`src/rtl/dll_delay_ctrl.sv`:
```
module dll_delay_ctrl #(
  parameter int CW         = 6,
  parameter int LOCK_ALTS  = 8,
  parameter int UNLOCK_RUN = 4,
  parameter int RANGE_HOLD = 64
) (
  input  logic          clk_ref,
  input  logic          srst,
  input  logic          enable,
  input  logic          dly_clk,
  output logic [CW-1:0] ctrl_word,
  output logic          locked,
  output logic          range_error
);
  localparam logic [CW-1:0] CODE_MAX = '1;
  localparam int AW = $clog2(LOCK_ALTS + 1);
  localparam int RW = $clog2(UNLOCK_RUN + 1);
  localparam int HW = $clog2(RANGE_HOLD + 1);

  logic          up;
  logic          prev_up;
  logic          have_prev;
  logic          flip;
  logic          at_max;
  logic          at_min;
  logic [AW-1:0] alt_cnt;
  logic [RW-1:0] run_cnt;
  logic [HW-1:0] hold_cnt;

  assign up     = dly_clk;
  assign flip   = have_prev && (up != prev_up);
  assign at_max = (ctrl_word == CODE_MAX);
  assign at_min = (ctrl_word == '0);

  always_ff @(posedge clk_ref) begin
    if (srst) begin
      ctrl_word   <= '0;
      locked      <= 1'b0;
      range_error <= 1'b0;
      prev_up     <= 1'b0;
      have_prev   <= 1'b0;
      alt_cnt     <= '0;
      run_cnt     <= '0;
      hold_cnt    <= '0;
    end else if (enable) begin
      prev_up   <= up;
      have_prev <= 1'b1;

      if (up && !at_max)
        ctrl_word <= ctrl_word + 1'b1;
      else if (!up && !at_min)
        ctrl_word <= ctrl_word - 1'b1;

      if (flip) begin
        run_cnt <= RW'(1);
        if (alt_cnt != AW'(LOCK_ALTS))
          alt_cnt <= alt_cnt + 1'b1;
        if (alt_cnt == AW'(LOCK_ALTS - 1))
          locked <= 1'b1;
      end else begin
        alt_cnt <= '0;
        if (run_cnt != RW'(UNLOCK_RUN))
          run_cnt <= run_cnt + 1'b1;
        if (run_cnt == RW'(UNLOCK_RUN - 1))
          locked <= 1'b0;
      end

      if (at_max && up) begin
        if (hold_cnt != HW'(RANGE_HOLD))
          hold_cnt <= hold_cnt + 1'b1;
        if (hold_cnt == HW'(RANGE_HOLD - 1))
          range_error <= 1'b1;
      end else begin
        hold_cnt <= '0;
      end
    end
  end

  p_reset_clear_r1: assert property (@(posedge clk_ref)
    srst |=> (ctrl_word == '0) && !locked && !range_error);

  p_one_step_r3: assert property (@(posedge clk_ref) disable iff (srst)
    (ctrl_word == $past(ctrl_word)) || (ctrl_word == $past(ctrl_word) + 1'b1) ||
    (ctrl_word + 1'b1 == $past(ctrl_word)));

  p_sat_top_r4: assert property (@(posedge clk_ref) disable iff (srst)
    (enable && up && at_max) |=> (ctrl_word == CODE_MAX));

  p_sat_bottom_r4: assert property (@(posedge clk_ref) disable iff (srst)
    (enable && !up && at_min) |=> (ctrl_word == '0));

  p_freeze_r9: assert property (@(posedge clk_ref) disable iff (srst)
    !enable |=> $stable(ctrl_word) && $stable(locked) && $stable(range_error));

  p_range_at_top_r8: assert property (@(posedge clk_ref) disable iff (srst)
    $rose(range_error) |-> at_max);
endmodule

```
`config.mk`:
```
export PLATFORM = sky130hd
export DESIGN_NAME = dll_delay_ctrl
export DESIGN_NICKNAME = d
export VERILOG_FILES = /design/src/rtl/dll_delay_ctrl.sv
export SDC_FILE = /design/constraint.sdc
export NUM_CORES = 1
export LEC_CHECK = 0
export CORE_MARGIN = 3
export CORE_UTILIZATION = 37
export DETAILED_ROUTE_END_ITERATION = 16
export PLACE_DENSITY_LB_ADDON = 0.08
export SLEW_MARGIN = 20
export SYNTH_ARGS = -nofsm -noshare
export SYNTH_HDL_FRONTEND = slang
export SYNTH_SLANG_ARGS = --single-unit
```
`constraint.sdc`:
```
create_clock -name clk_ref -period 4.2 [get_ports clk_ref]
set_input_delay 0.42 -clock clk_ref [delete_from_list [all_inputs] [get_ports clk_ref]]
set_output_delay 0.42 -clock clk_ref [all_outputs]
set_load 0.05 [all_outputs]
```
==> flow_metrics.py <==
metrics = {
    "drt": {
        "ant_nets": 0,
        "drcViolationCount": 0,
        "via_per_inst": 5.251,
        "dr.pass1.iters": 5,
        "drtIter0Drc": 46,
        "post_drt_wl_per_cell_um": 12.82,
        "wl_um": 2757,
        "vias": 1129,
    },
    "global_route": {
        "antenna_found_initial": 0,
        "grt_start_max_net_pins": 24,
        "overflow": 0,
        "grt_usage_pct": 14.36,
        "grt_pass1_wl_um": 5112,
        "grt_pass1_vias": 1145,
    },
    "logic_synthesis": {
        "synth_edf_count": 0,
        "syn_area_per_cell_um2": 8.901,
        "synth_top_area_share_pct": 34.16,
        "synthArstFlopShare_pct": 0,
        "synth_area_leaders": "dfxtp_1, ha_1, nor2_1, nand2_1, xor2_1",
        "synth_ff_type": "dfxtp_1",
        "synthCells": 158,
        "synth_nets": 174,
        "synth.most_common_cell": "dfxtp_1",
        "syn-cell-area_um2": 1406,
        "synth.top_cells.by_count": "dfxtp_1, nor2_1, nand2_1, ha_1, inv_1",
        "synth_top_area_cell": "dfxtp_1",
        "yosysUniqueCellTypes": 44,
        "synth-seq-area-share_pct": 34.16,
        "yosysWarnings": 0,
        "synth-seq-cells": 24,
    },
    "worst_setup_path": {
        "critPathArrivalTime_ns": 2.86,
        "crit_slowest_cell": "dfxtp_1",
        "worst_ep_required_time_ns": 4.40,
        "critPathKind": "flop to flop",
        "cpPeakStageDelay_ns": 0.56,
        "worst_setup_path_end_kind": "flop",
        "crit_fanout": 8,
        "critPathLaunchType": "flop",
        "crit_chain": "nand4_2 > o21ai_2 > ha_1 > a211oi_2 > o21ai_1 > a2111oi_1 > a41oi_2 > o211ai_1",
    },
    "power": {
        "clockPowerShare_pct": 30.4,
        "seqPwrFrac_pct": 40.9,
        "internal-power_uw": 447.1,
        "switching_share_pct": 32.59,
        "p_per_area_nw_per_um2": 407.1,
        "vdd_ir_drop_max_mv": 0.2243,
        "pwr-share-comb_pct": 28.6,
        "leakage_uw": 0.0006175,
        "switching_power_uw": 216.2,
    },
    "clock_network": {
        "path_clk_slew_ns": 0.09,
        "hold_buffers": 0,
        "cts-root-buf": "clkbuf_8",
        "post_cts_buffers": 0,
        "ctsLongestPathBuffers": 2,
        "clkLatencyLatePin_ns": 0.26,
        "cts_buffers": 3,
        "cts_tree": "built",
        "cts.sinks": 24,
        "cts_max_level": 1,
        "cts.repair.resized": 0,
    },
    "flow_run": {
        "max_cap_violations": 0,
    },
    "sta": {
        "setup_tns_ns": 0,
        "slew_violations": 0,
        "rsz0062_at_grt": "false",
        "worst_slew_pin_slew_ns": 0.8555,
        "fin_crit_ns": 2.663,
        "finalHoldViolations": 0,
        "slew-limit-headroom_pct": 42.79,
        "clock_skew_ns": 0.001533,
        "timing.fmax_mhz": 375.6,
        "period_share_pct": 63.40,
        "finalSetupViolCount": 0,
    },
    "final_layout": {
        "drive_above_1_share_pct": 9.467,
        "stdcell_area_um2": 1629,
        "area_delta_synth_final_pct": 15.84,
        "antenna_cells": 0,
        "fin_nets": 186,
    },
    "min_path": {
        "hp-class": "flop to flop",
    },
    "floorplanning": {
        "core-area_um2": 3495,
        "die_area_um2": 4577,
        "io_pins": 12,
        "num_rows": 21,
        "initial_core_util_pct": 40.24,
        "fp.dieW_um": 67.65,
        "die_h_um": 67.65,
    },
    "placed_design": {
        "hpwlAfterDp_um": 2007,
        "place.gp.congestion": 0.7956,
        "dpl-instance-area_um2": 1558,
        "numPortBuffers": 11,
    },
    "status": {
        "status": "finished clean",
    },
}
[worst max-delay path: cells and delay by family, from the launching register on]
kind	cells	cell delay, ns
AND/OR/NAND/NOR	1	0.26
AO/OA/AOI/OAI	6	1.46
flip-flops	1	0.56
adder cells (fa/ha/maj)	1	0.32
[power groups by stage]
stage / logic [uW] / clock network (uW) / registers, uW
floorplan: 106 / 0 / 311
global placement: 189 / 0 / 277
detailed placement: 190 / 0 / 276
CTS: 191 / 210 / 272
global route: 206 / 217 / 275
finish: 190 / 202 / 271
[registers in the layout, indices dropped and copies added, names as in the netlist]
name and flops:
alt_cnt 4, hold_cnt 7, have_prev 1, locked 1, range_error 1, run_cnt 3
prev_up 1, ctrl_word 6
[logic make-up (layout without fill, tap and decap cells)]
| kind of cell | after synthesis | after routing | share of synthesized area (%) |
|---|---|---|---|
| multiplexers | 2 | 2 | 1.424 |
| AND/OR/NAND/NOR | 62 | 62 | 23.67 |
| AO/OA/AOI/OAI | 35 | 35 | 19.75 |
| buffers and inverters | 13 | 24 | 3.558 |
| flip-flops | 24 | 24 | 34.16 |
| XOR/XNOR | 10 | 10 | 6.227 |
| adder cells (fa/ha/maj) | 12 | 12 | 11.21 |
[through the flow]
| step | cells | hold slack, ns | worst slack (ns) | total power [uW] | util, % |
|---|---|---|---|---|---|
| 2_1_floorplan | 158 | 0.4399 | 1.447 | 416.6 | - |
| 3_3_place_gp | 211 | 0.4439 | 1.574 | 465.4 | 44.58 |
| 3_5_place_dp | 211 | 0.4478 | 1.414 | 466.4 | 44.58 |
| 4_1_cts | 215 | 0.4628 | 1.491 | 672.7 | 46.62 |
| 5_1_grt | 215 | 0.5061 | 1.242 | 698.9 | 46.62 |
| 6_report | 215 | 0.4609 | 1.537 | 663.2 | 46.62 |
[area by class of cell]
class                   instances  area [um^2]
inverters                       9        33.78
clock buffers                   3        41.29
well taps                      46        57.56
fillers                       351         1866
clock inverters                 1        30.03
multi-input cells             121        875.8
flip-flops and latches         24        480.5
repair buffers                 11        110.1
[metal layers]
metal / wire length (um) / part of all wire [%] / track usage (%) / vias to the layer above
met4: 21 / 0.76 / 4.810 / 0
met2: 1194 / 43 / 21.63 / 18
met3: 73 / 2.6 / 2.995 / 2
met1: 1468 / 53 / 20.14 / 522
li1: - / - / - / 587
met5: 0 / 0 / 0 / -
[final timing paths]
| check | startpoint | to | slack [ns] | depth (start not counted) |
|---|---|---|---|---|
| max reg2reg | ctrl_word[0] | ctrl_word[5] | 1.54 | 8 |
| min | range_error | range_error | 0.46 | 2 |
| max | ctrl_word[0] | ctrl_word[5] | 1.54 | 8 |
| min reg2reg | range_error | range_error | 0.46 | 2 |
[cells in the final DEF (no fill, tap or decap), types with 2 or more instances in the layout]
cell,n
a211o_1,2
a211oi_2,2
a21boi_1,2
a21o_1,3
a21oi_1,7
a22oi_1,2
a32oi_1,3
and3_1,3
clkbuf_8,3
clkdlybuf4s50_1,11
dfxtp_1,24
ha_1,11
inv_1,9
mux2i_1,2
nand2_1,14
nand2b_1,2
nand3_1,4
nand4_1,3
nand4b_1,2
nor2_1,21
nor3_1,3
o211ai_1,2
o21ai_1,4
xnor2_1,4
xor2_1,6
(Power assumes the default switching activity.)
